File: src/rtl/dcam_pkg.sv
// Shared types for the dual-channel address mapper.
package dcam_pkg;

    // Resolved address organisation; the encoding is visible at the top port.
    typedef enum logic [1:0] {
        MAP_SINGLE = 2'd0,
        MAP_INTLV  = 2'd1,
        MAP_ASYM   = 2'd2,
        MAP_FLEX   = 2'd3
    } map_mode_e;

    // Channel select encoding.
    localparam logic CHAN_A = 1'b0;
    localparam logic CHAN_B = 1'b1;

endpackage

File: src/rtl/dcam_cfg.sv
// Configuration capture and mode resolution.
// Registers the channel capacities and zone enable when load is high, and
// derives the organisation, total size, smaller capacity and zone top from
// the registered values. Assumes capacities are multiples of two lines.
module dcam_cfg
    import dcam_pkg::*;
#(
    parameter int ADDR_W = 32
) (
    input  logic              clk,
    input  logic              rst_n,
    input  logic              load,
    input  logic [ADDR_W-1:0] cap_a_i,
    input  logic [ADDR_W-1:0] cap_b_i,
    input  logic              flex_en_i,
    output map_mode_e         mode_o,
    output logic [ADDR_W-1:0] cap_b_o,
    output logic [ADDR_W-1:0] cap_min_o,
    output logic [ADDR_W:0]   total_o,
    output logic [ADDR_W:0]   zone_top_o,
    output logic              big_is_b_o,
    output logic              only_b_o
);

    localparam int TOT_W = ADDR_W + 1;

    logic [ADDR_W-1:0] cap_a_q;
    logic [ADDR_W-1:0] cap_b_q;
    logic              flex_q;

    // Capture the configuration only when the owner says the block is idle.
    always_ff @(posedge clk) begin
        if (!rst_n) begin
            cap_a_q <= '0;
            cap_b_q <= '0;
            flex_q  <= 1'b0;
        end else if (load) begin
            cap_a_q <= cap_a_i;
            cap_b_q <= cap_b_i;
            flex_q  <= flex_en_i;
        end
    end

    logic a_pop;
    logic b_pop;

    // Derive the organisation and the boundaries from the captured sizes.
    always_comb begin
        a_pop      = (cap_a_q != '0);
        b_pop      = (cap_b_q != '0);
        cap_min_o  = (cap_a_q < cap_b_q) ? cap_a_q : cap_b_q;
        total_o    = TOT_W'(cap_a_q) + TOT_W'(cap_b_q);
        zone_top_o = {cap_min_o, 1'b0};
        big_is_b_o = (cap_b_q > cap_a_q);
        only_b_o   = !a_pop;
        cap_b_o    = cap_b_q;
        if (!(a_pop && b_pop))       mode_o = MAP_SINGLE;
        else if (cap_a_q == cap_b_q) mode_o = MAP_INTLV;
        else if (flex_q)             mode_o = MAP_FLEX;
        else                         mode_o = MAP_ASYM;
    end

endmodule

File: src/rtl/dcam_xlate.sv
// Combinational address translation.
// Given the resolved organisation and boundaries, picks the channel and the
// channel-local byte address and flags addresses beyond the installed total.
// Assumes LINE_W + 1 < ADDR_W.
module dcam_xlate
    import dcam_pkg::*;
#(
    parameter int ADDR_W = 32,
    parameter int LINE_W = 6
) (
    input  logic [ADDR_W-1:0] addr_i,
    input  map_mode_e         mode_i,
    input  logic [ADDR_W-1:0] cap_b_i,
    input  logic [ADDR_W-1:0] cap_min_i,
    input  logic [ADDR_W:0]   total_i,
    input  logic [ADDR_W:0]   zone_top_i,
    input  logic              big_is_b_i,
    input  logic              only_b_i,
    output logic              err_o,
    output logic              chan_o,
    output logic [ADDR_W-1:0] local_o
);

    localparam int TOT_W = ADDR_W + 1;

    logic [ADDR_W-1:0] il_local;
    logic              il_chan;
    logic              in_zone;

    // Interleaved split: the line bit picks the channel and is squeezed out.
    always_comb begin
        il_chan  = addr_i[LINE_W];
        il_local = {1'b0, addr_i[ADDR_W-1:LINE_W+1], addr_i[LINE_W-1:0]};
        in_zone  = (TOT_W'(addr_i) < zone_top_i);
    end

    // Per-organisation channel and local address selection.
    always_comb begin
        err_o   = (TOT_W'(addr_i) >= total_i);
        chan_o  = CHAN_A;
        local_o = addr_i;
        unique case (mode_i)
            MAP_SINGLE: begin
                chan_o  = only_b_i ? CHAN_B : CHAN_A;
                local_o = addr_i;
            end
            MAP_INTLV: begin
                chan_o  = il_chan;
                local_o = il_local;
            end
            MAP_ASYM: begin
                if (addr_i < cap_b_i) begin
                    chan_o  = CHAN_B;
                    local_o = addr_i;
                end else begin
                    chan_o  = CHAN_A;
                    local_o = addr_i - cap_b_i;
                end
            end
            MAP_FLEX: begin
                if (in_zone) begin
                    chan_o  = il_chan;
                    local_o = il_local;
                end else begin
                    chan_o  = big_is_b_i ? CHAN_B : CHAN_A;
                    local_o = addr_i - cap_min_i;
                end
            end
            default: begin
                chan_o  = CHAN_A;
                local_o = addr_i;
            end
        endcase
    end

endmodule

File: src/rtl/dcam_rsp_reg.sv
// One-entry result register with a valid/ready handshake on both sides.
// Takes a new result when empty or when the held one is drained on the same
// edge; holds its contents while the consumer stalls.
module dcam_rsp_reg
    import dcam_pkg::*;
#(
    parameter int ADDR_W = 32
) (
    input  logic              clk,
    input  logic              rst_n,
    input  logic              in_valid_i,
    output logic              in_ready_o,
    input  logic              in_err_i,
    input  logic              in_chan_i,
    input  logic [ADDR_W-1:0] in_addr_i,
    input  map_mode_e         in_mode_i,
    input  logic              out_ready_i,
    output logic              full_o,
    output logic              err_o,
    output logic              chan_o,
    output logic [ADDR_W-1:0] addr_o,
    output map_mode_e         mode_o
);

    logic full_q;

    // Room for a new result when empty or being drained this cycle.
    assign in_ready_o = !full_q || out_ready_i;
    assign full_o     = full_q;

    // Load, hold or drain the single result slot.
    always_ff @(posedge clk) begin
        if (!rst_n) begin
            full_q <= 1'b0;
            err_o  <= 1'b0;
            chan_o <= CHAN_A;
            addr_o <= '0;
            mode_o <= MAP_SINGLE;
        end else if (in_valid_i && in_ready_o) begin
            full_q <= 1'b1;
            err_o  <= in_err_i;
            chan_o <= in_chan_i;
            addr_o <= in_addr_i;
            mode_o <= in_mode_i;
        end else if (out_ready_i) begin
            full_q <= 1'b0;
        end
    end

endmodule

File: src/rtl/dcam_map_top.sv
// Dual-channel address mapper top.
// Captures configuration while idle, translates each accepted request in one
// registered stage and presents either a valid result or an error result.
module dcam_map_top
    import dcam_pkg::*;
#(
    parameter int ADDR_W = 32,
    parameter int LINE_W = 6
) (
    input  logic              clk,
    input  logic              rst_n,
    input  logic [ADDR_W-1:0] cap_a_i,
    input  logic [ADDR_W-1:0] cap_b_i,
    input  logic              flex_en_i,
    input  logic              req_valid_i,
    output logic              req_ready_o,
    input  logic [ADDR_W-1:0] req_addr_i,
    input  logic              rsp_ready_i,
    output logic              rsp_valid_o,
    output logic              rsp_err_o,
    output logic              rsp_chan_o,
    output logic [ADDR_W-1:0] rsp_addr_o,
    output logic [1:0]        rsp_mode_o
);

    map_mode_e         mode;
    logic [ADDR_W-1:0] cap_b;
    logic [ADDR_W-1:0] cap_min;
    logic [ADDR_W:0]   total;
    logic [ADDR_W:0]   zone_top;
    logic              big_is_b;
    logic              only_b;
    logic              full;
    logic              cfg_load;
    logic              x_err;
    logic              x_chan;
    logic [ADDR_W-1:0] x_local;
    logic              h_err;
    map_mode_e         h_mode;

    // Idle means nothing held and nothing offered.
    assign cfg_load = !full && !req_valid_i;

    dcam_cfg #(.ADDR_W(ADDR_W)) u_cfg (
        .clk        (clk),
        .rst_n      (rst_n),
        .load       (cfg_load),
        .cap_a_i    (cap_a_i),
        .cap_b_i    (cap_b_i),
        .flex_en_i  (flex_en_i),
        .mode_o     (mode),
        .cap_b_o    (cap_b),
        .cap_min_o  (cap_min),
        .total_o    (total),
        .zone_top_o (zone_top),
        .big_is_b_o (big_is_b),
        .only_b_o   (only_b)
    );

    dcam_xlate #(.ADDR_W(ADDR_W), .LINE_W(LINE_W)) u_xlate (
        .addr_i     (req_addr_i),
        .mode_i     (mode),
        .cap_b_i    (cap_b),
        .cap_min_i  (cap_min),
        .total_i    (total),
        .zone_top_i (zone_top),
        .big_is_b_i (big_is_b),
        .only_b_i   (only_b),
        .err_o      (x_err),
        .chan_o     (x_chan),
        .local_o    (x_local)
    );

    dcam_rsp_reg #(.ADDR_W(ADDR_W)) u_rsp (
        .clk         (clk),
        .rst_n       (rst_n),
        .in_valid_i  (req_valid_i),
        .in_ready_o  (req_ready_o),
        .in_err_i    (x_err),
        .in_chan_i   (x_chan),
        .in_addr_i   (x_local),
        .in_mode_i   (mode),
        .out_ready_i (rsp_ready_i),
        .full_o      (full),
        .err_o       (h_err),
        .chan_o      (rsp_chan_o),
        .addr_o      (rsp_addr_o),
        .mode_o      (h_mode)
    );

    // Split the held result into the valid and error flags.
    assign rsp_valid_o = full && !h_err;
    assign rsp_err_o   = full && h_err;
    assign rsp_mode_o  = h_mode;

endmodule

File: config.mk
export PLATFORM = sky130hd
export DESIGN_NAME = dcam_map_top
export DESIGN_NICKNAME = d
export VERILOG_FILES = /design/src/rtl/dcam_pkg.sv /design/src/rtl/dcam_cfg.sv /design/src/rtl/dcam_xlate.sv /design/src/rtl/dcam_rsp_reg.sv /design/src/rtl/dcam_map_top.sv
export SDC_FILE = /design/constraint.sdc
export NUM_CORES = 1
export LEC_CHECK = 0
export BUFFER_PORTS_ARGS = -buffer_cell sky130_fd_sc_hd__buf_4
export CAP_MARGIN = 5
export CORE_ASPECT_RATIO = 0.75
export CORE_MARGIN = 2
export CORE_UTILIZATION = 55
export CTS_CLUSTER_SIZE = 28
export DETAILED_ROUTE_END_ITERATION = 16
export HOLD_SLACK_MARGIN = 0.08
export PLACE_DENSITY = 0.82
export SLEW_MARGIN = 10
export SYNTH_ARGS = -nofsm -noshare
export SYNTH_HDL_FRONTEND = slang
export SYNTH_SLANG_ARGS = --single-unit
File: constraint.sdc
create_clock -name clk -period 5.7 [get_ports clk]
set_clock_uncertainty 0.2 [all_clocks]
set_input_delay 1.14 -clock clk [delete_from_list [all_inputs] [get_ports clk]]
set_output_delay 1.14 -clock clk [all_outputs]
set_load 0.005 [all_outputs]
==> results of run 1 <==
report_power, final:
part           switching (mW)  internal (mW)  total, mW  leakage (nW)
clock network           0.322          0.303      0.625         0.136
registers              0.0408          0.770      0.810         0.840
logic                    1.09          0.735       1.82          5.48
total                    1.45           1.81       3.26          6.46
cell families after synthesis:
group	after synthesis	share of synthesized area, %
AO/OA/AOI/OAI	593	31.0
XOR/XNOR	98	6.66
buffers and inverters	171	5.39
multiplexers	19	1.53
adder cells (fa/ha/maj)	171	16.5
flip-flops	102	15.8
AND/OR/NAND/NOR	626	23.1
cell usage in the layout, fill, tap and decap left out, types with 25 or more instances in the layout:
cell type / netlist / routed
a21boi_0: 72 / 72
a21o_1: 35 / 35
a21oi_1: 145 / 144
buf_4: 3 / 249
dfxtp_1: 102 / 102
ha_1: 160 / 159
inv_1: 80 / 80
nand2_1: 221 / 221
nand3_1: 39 / 39
nand4_1: 29 / 29
nor2_1: 140 / 137
nor2b_1: 25 / 25
nor3_1: 40 / 40
o211ai_1: 25 / 25
o21ai_0: 109 / 106
xnor2_1: 61 / 61
xor2_1: 37 / 37
worst max-delay path, cell delays in order (launching register included):
cell	delay (ns)
dfxtp_1	0.38
inv_1	0.11
ha_1	0.36
nand4_1	0.22
nor4_4	0.36
nand2_2	0.14
buf_4	0.18
a31oi_2	0.22
nor2_4	0.07
buf_12	0.17
buf_4	0.19
a21oi_1	0.45
ha_1	0.35
a21oi_1	0.14
nor2b_1	0.06
o21ai_0	0.13
nand2b_1	0.08
a221o_1	0.31
nand2_1	0.21
o21a_1	0.22
nor2_1	0.07
buf_4	0.21
a221oi_1	0.42
nor3_1	0.08
sequential cells by signal, indices dropped and copies added (netlist names):
signal         cells
u_rsp.mode_o       2
u_cfg.flex_q       1
u_rsp.err_o        1
u_rsp.addr_o      32
u_cfg.cap_a_q     32
u_cfg.cap_b_o     32
u_rsp.full_o       1
u_rsp.chan_o       1
repair_timing:
action	in CTS	in global routing
gates resized for setup	2	20
pin swaps	0	5
buffers inserted	0	4
endpoints found under the setup margin	1	15
synthesized netlist by cell type, types with 5 or more instances:
master    instances
a41oi_1           5
buf_2             8
nand2b_1         23
a221oi_1         23
ha_1            160
a211oi_1         19
dfxtp_1         102
or2_2             8
a21oi_1         145
a21o_1           35
nor3_1           40
xnor2_1          61
a31oi_1          20
inv_1            80
o21ai_0         109
o41ai_1           5
a31o_2            5
mux2i_1          13
nand4_1          29
nand2_1         221
o22ai_1          10
nor2_1          140
a41o_1            5
o21a_1           17
o31ai_1          16
and3_1           15
nand3b_1          5
buf_1             5
nand3_1          39
a21boi_0         72
nor2b_1          25
mux2_2            6
o211ai_1         25
o21bai_1         20
and2_1           20
nor4_1           25
clkbuf_1         68
a22oi_1           6
or3_1            13
xor2_1           37
maj3_1            9
metrics by stage:
stage	instances	hold WS (ns)	setup TNS, ns
2_1_floorplan	1780	0.243	0
3_3_place_gp	2238	0.241	0
3_5_place_dp	2238	0.264	-0.0495
4_1_cts	2253	0.274	0
5_1_grt	2257	0.304	-0.168
6_report	2257	0.276	0
worst paths after layout:
kind	startpoint	endpoint	slack (ns)	cells past startpoint
worst max-delay path	u_cfg.cap_b_o[27]$_SDFFE_PN0P_	u_rsp.addr_o[27]$_SDFFE_PN0P_	0.24	23
worst min-delay path	u_rsp.addr_o[26]$_SDFFE_PN0P_	u_rsp.addr_o[26]$_SDFFE_PN0P_	0.28	2
worst max register to register	u_cfg.cap_b_o[27]$_SDFFE_PN0P_	u_rsp.addr_o[27]$_SDFFE_PN0P_	0.24	23
worst min register to register	u_rsp.addr_o[26]$_SDFFE_PN0P_	u_rsp.addr_o[26]$_SDFFE_PN0P_	0.28	2
final cells by class:
type,instances,area [um2]
Clock buffer,9,225
Tap cell,300,375
Fill cell,2030,7840
Timing Repair Buffer,251,1900
Clock inverter,6,56.3
Sequential cell,102,2040
Multi-Input combinational cell,1507,10300
Inverter,82,308
routing by layer:
metal  share of wire, %  GRT usage, %  vias up  wire length (um)
li1                   -             -     6854                 -
met1                 49          60.0     6609             23900
met2                 36          51.2      864             18000
met3                 13          12.2       73              6420
met4                1.9          8.20        0               932
met5                  0             0        -                 0
==> run metrics, run 1 <==
Post-Synthesis Cells=1780; vias per cell=6.38; Final Cell Area=15200 um2; Area Growth Syn to Fin=17.7%; power per cell area=215 nW/um2; GRT overflow=0; core area=23000 um2; CP endpoint kind=register; share of cells above drive strength 1=16.6%; post-layout power=3.26 mW; IO Port Bufs=138; number of synthesized flops with an enable pin=0; Yosys top cell area share=15.8%; syn_nets=2043; Cell variety after synth=88; slack of the critical path=0.238 ns; Worst Path Arrival=5.51 ns; drt total wl=49200 um; I/O pin cnt=139; routability cong.=1.02; H-tree levels=3; HPWL after DPL=40400 um; first-pass GRT wire length=74200 um; cell leakage power=6.46 nW; largest net degree at the start of global routing=94; Worst Max-Slew Pin Slew=0.946 ns; WP data required=5.75 ns; die width=181 um; Antenna Violating Nets Remaining=0; setup violators final=0; ys flop type=dfxtp_1; clock sinks=102; Placed Area=14800 um2; max_cap viols=0; gr usage total=38.9%; wire length per cell=21.8 um; Yosys reg bits=102; Yosys warnings=0; vias in the first global route=12800; Slew Limit Headroom=36.5%; Cell Area, Synth=12900 um2; CTS tree=yes; peak supply drop=0.000214 V; Final Hold Viols=0; status=finished, final reports clean; ys async rst share=0%; drt initial violations=1947; hold crit path type=register to register; Final nets=2216; die height=137 um; DR vias=14400; mean post-synth cell area=7.24 um2; fmax=0.183 GHz; Slew Viols, Final=0; clock-pin slew on the worst setup and hold paths=0.07 ns; Crit Path Class=register to register; Synth area leaders=dfxtp_1 (16%), ha_1 (16%), nand2_1 (6.4%), a21oi_1 (5.6%), o21ai_0 (4.2%); unrepaired setup endpoints after global routing=yes; DRT Pass-1 Iters=6; cts hold-fix bufs=0; register area share after synthesis=15.8%; Clock Tree Root=clkbuf_16; initial antenna violation count=0; CP max FO=28; Die Area=24700 um2; worst skew pair latency=0.38 ns; fin crit share=95.8%; Num CTS Buffers=9; Cell Rows=48; clock tree buffer depth=2; Inserted Diodes=0; pre-CTS setup slack=-0.0495 ns; Finished Core Util=65.9%; residual DRC count=0; Starting Density=56.0%; post-synth top area cell=dfxtp_1; Startpoint Class=register; Final min period=5.46 ns
Note: power is estimated with default switching activity, not from simulation.
==> run 2: changes to the inputs <==
--- a/config.mk
+++ b/config.mk
@@ -8,7 +8,6 @@
 export BUFFER_PORTS_ARGS = -buffer_cell sky130_fd_sc_hd__buf_4
 export CAP_MARGIN = 5
 export CORE_ASPECT_RATIO = 0.75
-export CORE_MARGIN = 2
 export CORE_UTILIZATION = 55
 export CTS_CLUSTER_SIZE = 28
 export DETAILED_ROUTE_END_ITERATION = 16
==> run 2 against run 1 <==
Effect of this change: register-to-register slack worse by 0.05 ns; via count grew 0.26%; sequential cell count unchanged; sequential power about the same; cell count shrank 0.58%; largest power group unchanged; setup slack worse by 0.052 ns.
==> run metrics, run 2 (same netlist as run 1, synthesis figures left out) <==
status=finished, final reports clean; Final nets=2202 (-0.63%); Net Switching=1.47 mW (+1.3%); peak supply drop=0.000180 V (-16%); Area Growth Syn to Fin=17.3%; Worst Path Arrival=5.56 ns (+0.05 ns); clock power share=19.8% (+0.6 points); most common cell after layout, fill and taps aside=buf_4; Cell Rows=48 (unchanged); Finished Core Util=65.7% (-0.22 points); Clock Tree Root=clkbuf_16; HPWL after DPL=40400 um (+0.15%); initial antenna violation count=1 (+1); Min Hold Slack=0.278 ns (+0.00132 ns); sequential share of power=24.8% (about the same); setup violators final=0 (unchanged); clock tree buffer depth=2 (unchanged); Final min period=5.51 ns (+0.0517 ns); hold crit path type=register to register; GRT overflow=0 (unchanged); die width=179 um (-1.1%); Inserted Diodes=0 (unchanged); residual DRC count=0 (unchanged); CTS tree=yes; share of cells above drive strength 1=16.2% (-0.40 points); non-filler cells in the finished layout=2244 (-0.58%); vias per cell=6.43 (+0.84%); IO Port Bufs=138 (unchanged); Worst Max-Slew Pin Slew=1.07 ns (+0.125 ns); pre-CTS setup slack=-0.0901 ns (-0.0407 ns); Switching Fraction=44.8% (+0.32 points); DR vias=14400 (+0.26%); Die Area=24000 um2 (-2.6%); power per cell area=217 nW/um2 (+0.87%); max_cap viols=0 (unchanged); drt initial violations=1775 (-8.8%); Slew Viols, Final=0 (unchanged); routability cong.=1.00 (-1.8%); cell leakage power=6.39 nW (-1.1%); Final Hold Viols=0 (unchanged); wire length per cell=22.1 um (+1.5%); commonest cells after routing, fill and taps aside=buf_4 (235), nand2_1 (221), ha_1 (154); slack of the critical path=0.186 ns (-0.0517 ns); CP max FO=4 (-86%); fmax=0.181 GHz (-0.94%); unrepaired setup endpoints after global routing=no; H-tree levels=3 (unchanged); DRT Pass-1 Iters=8 (+2); cell count after placement=2226 (-0.54%); Antenna Violating Nets Remaining=0 (unchanged); die height=135 um (-1.5%); first-pass GRT wire length=74400 um (+0.37%); worst skew pair latency=0.39 ns (about the same); Comb pwr share=55.4% (-0.5 points); Startpoint Class=register; drt total wl=49600 um (+0.92%); vias in the first global route=12900 (+1.1%); Num CTS Buffers=9 (unchanged); clock-pin slew on the worst setup and hold paths=0.09 ns (+0.02 ns); Crit Path Class=register to register; clock sinks=102 (unchanged); fin crit share=96.7% (+0.91 points); largest net degree at the start of global routing=94 (unchanged); gr usage total=41.0% (+2.2 points); internal power=1.81 mW (about the same); core area=23000 um2 (unchanged); WP data required=5.75 ns (about the same); Starting Density=56.0% (unchanged); I/O pin cnt=139 (unchanged); CP endpoint kind=register; Slew Limit Headroom=28.5% (-8.0 points)
[run 2: final timing paths]
kind                             startpoint                             to  slack [ns]  cells after the start
max reg2reg  u_cfg.cap_b_o[14]$_SDFFE_PN0P_  u_rsp.addr_o[30]$_SDFFE_PN0P_        0.19                     21
min reg2reg   u_rsp.addr_o[19]$_SDFFE_PN0P_  u_rsp.addr_o[19]$_SDFFE_PN0P_        0.28                      2
max          u_cfg.cap_b_o[14]$_SDFFE_PN0P_  u_rsp.addr_o[30]$_SDFFE_PN0P_        0.19                     21
min           u_rsp.addr_o[19]$_SDFFE_PN0P_  u_rsp.addr_o[19]$_SDFFE_PN0P_        0.28                      2
[run 2: cell type report]
type	instances	area, um2
clock buffers	10	229
flip-flops and latches	102	2040
multi-input cells	1507	10300
clock inverters	6	63.8
inverters	82	308
fillers	2027	7890
repair buffers	237	1800
well taps	300	375
[run 2: per-stage QoR]
step / setup TNS, ns / total power, mW / cell area, um2
2_1_floorplan: 0 / 1.94 / 12900
3_3_place_gp: 0 / 2.52 / 14700
3_5_place_dp: -0.0901 / 2.54 / 14700
4_1_cts: 0 / 3.19 / 15000
5_1_grt: 0 / 3.44 / 15100
6_report: 0 / 3.28 / 15100
[run 2: what timing repair did]
| item | 4_1_cts | 5_1_grt |
|---|---|---|
| hold buffers | 0 | 0 |
| setup endpoints to repair | 1 | 16 |
| buffers inserted | 0 | 2 |
| pin swaps | 0 | 8 |
| gates resized for setup | 3 | 20 |
[run 2: power groups by stage]
stage	clock, mW	sequential, mW	combinational, mW
2_1_floorplan	0	0.828	1.11
3_3_place_gp	0	0.824	1.70
3_5_place_dp	0	0.828	1.71
4_1_cts	0.650	0.811	1.73
5_1_grt	0.680	0.820	1.94
6_report	0.649	0.813	1.81
[run 2: metal layers]
metal	vias up	wire length, um	track usage (%)
li1	6842	-	-
met1	6579	23100	62.6
met2	913	18300	54.0
met3	103	7060	12.8
met4	0	1200	10.3
met5	-	0	0
[run 2: critical path: stages (launching register included)]
cell	delay [ns]
dfxtp_2	0.41
inv_1	0.13
ha_1	0.32
and3_1	0.23
and3_1	0.21
a221oi_4	0.34
a31o_1	0.30
buf_4	0.14
and3_4	0.19
nor2_1	0.05
xnor2_1	0.13
ha_1	0.22
a2111oi_4	0.40
nor3_1	0.11
a2111o_1	0.46
a211oi_4	0.28
nor4_1	0.13
and4bb_2	0.37
o31ai_4	0.10
a221oi_2	0.29
mux2i_1	0.23
o211ai_1	0.13
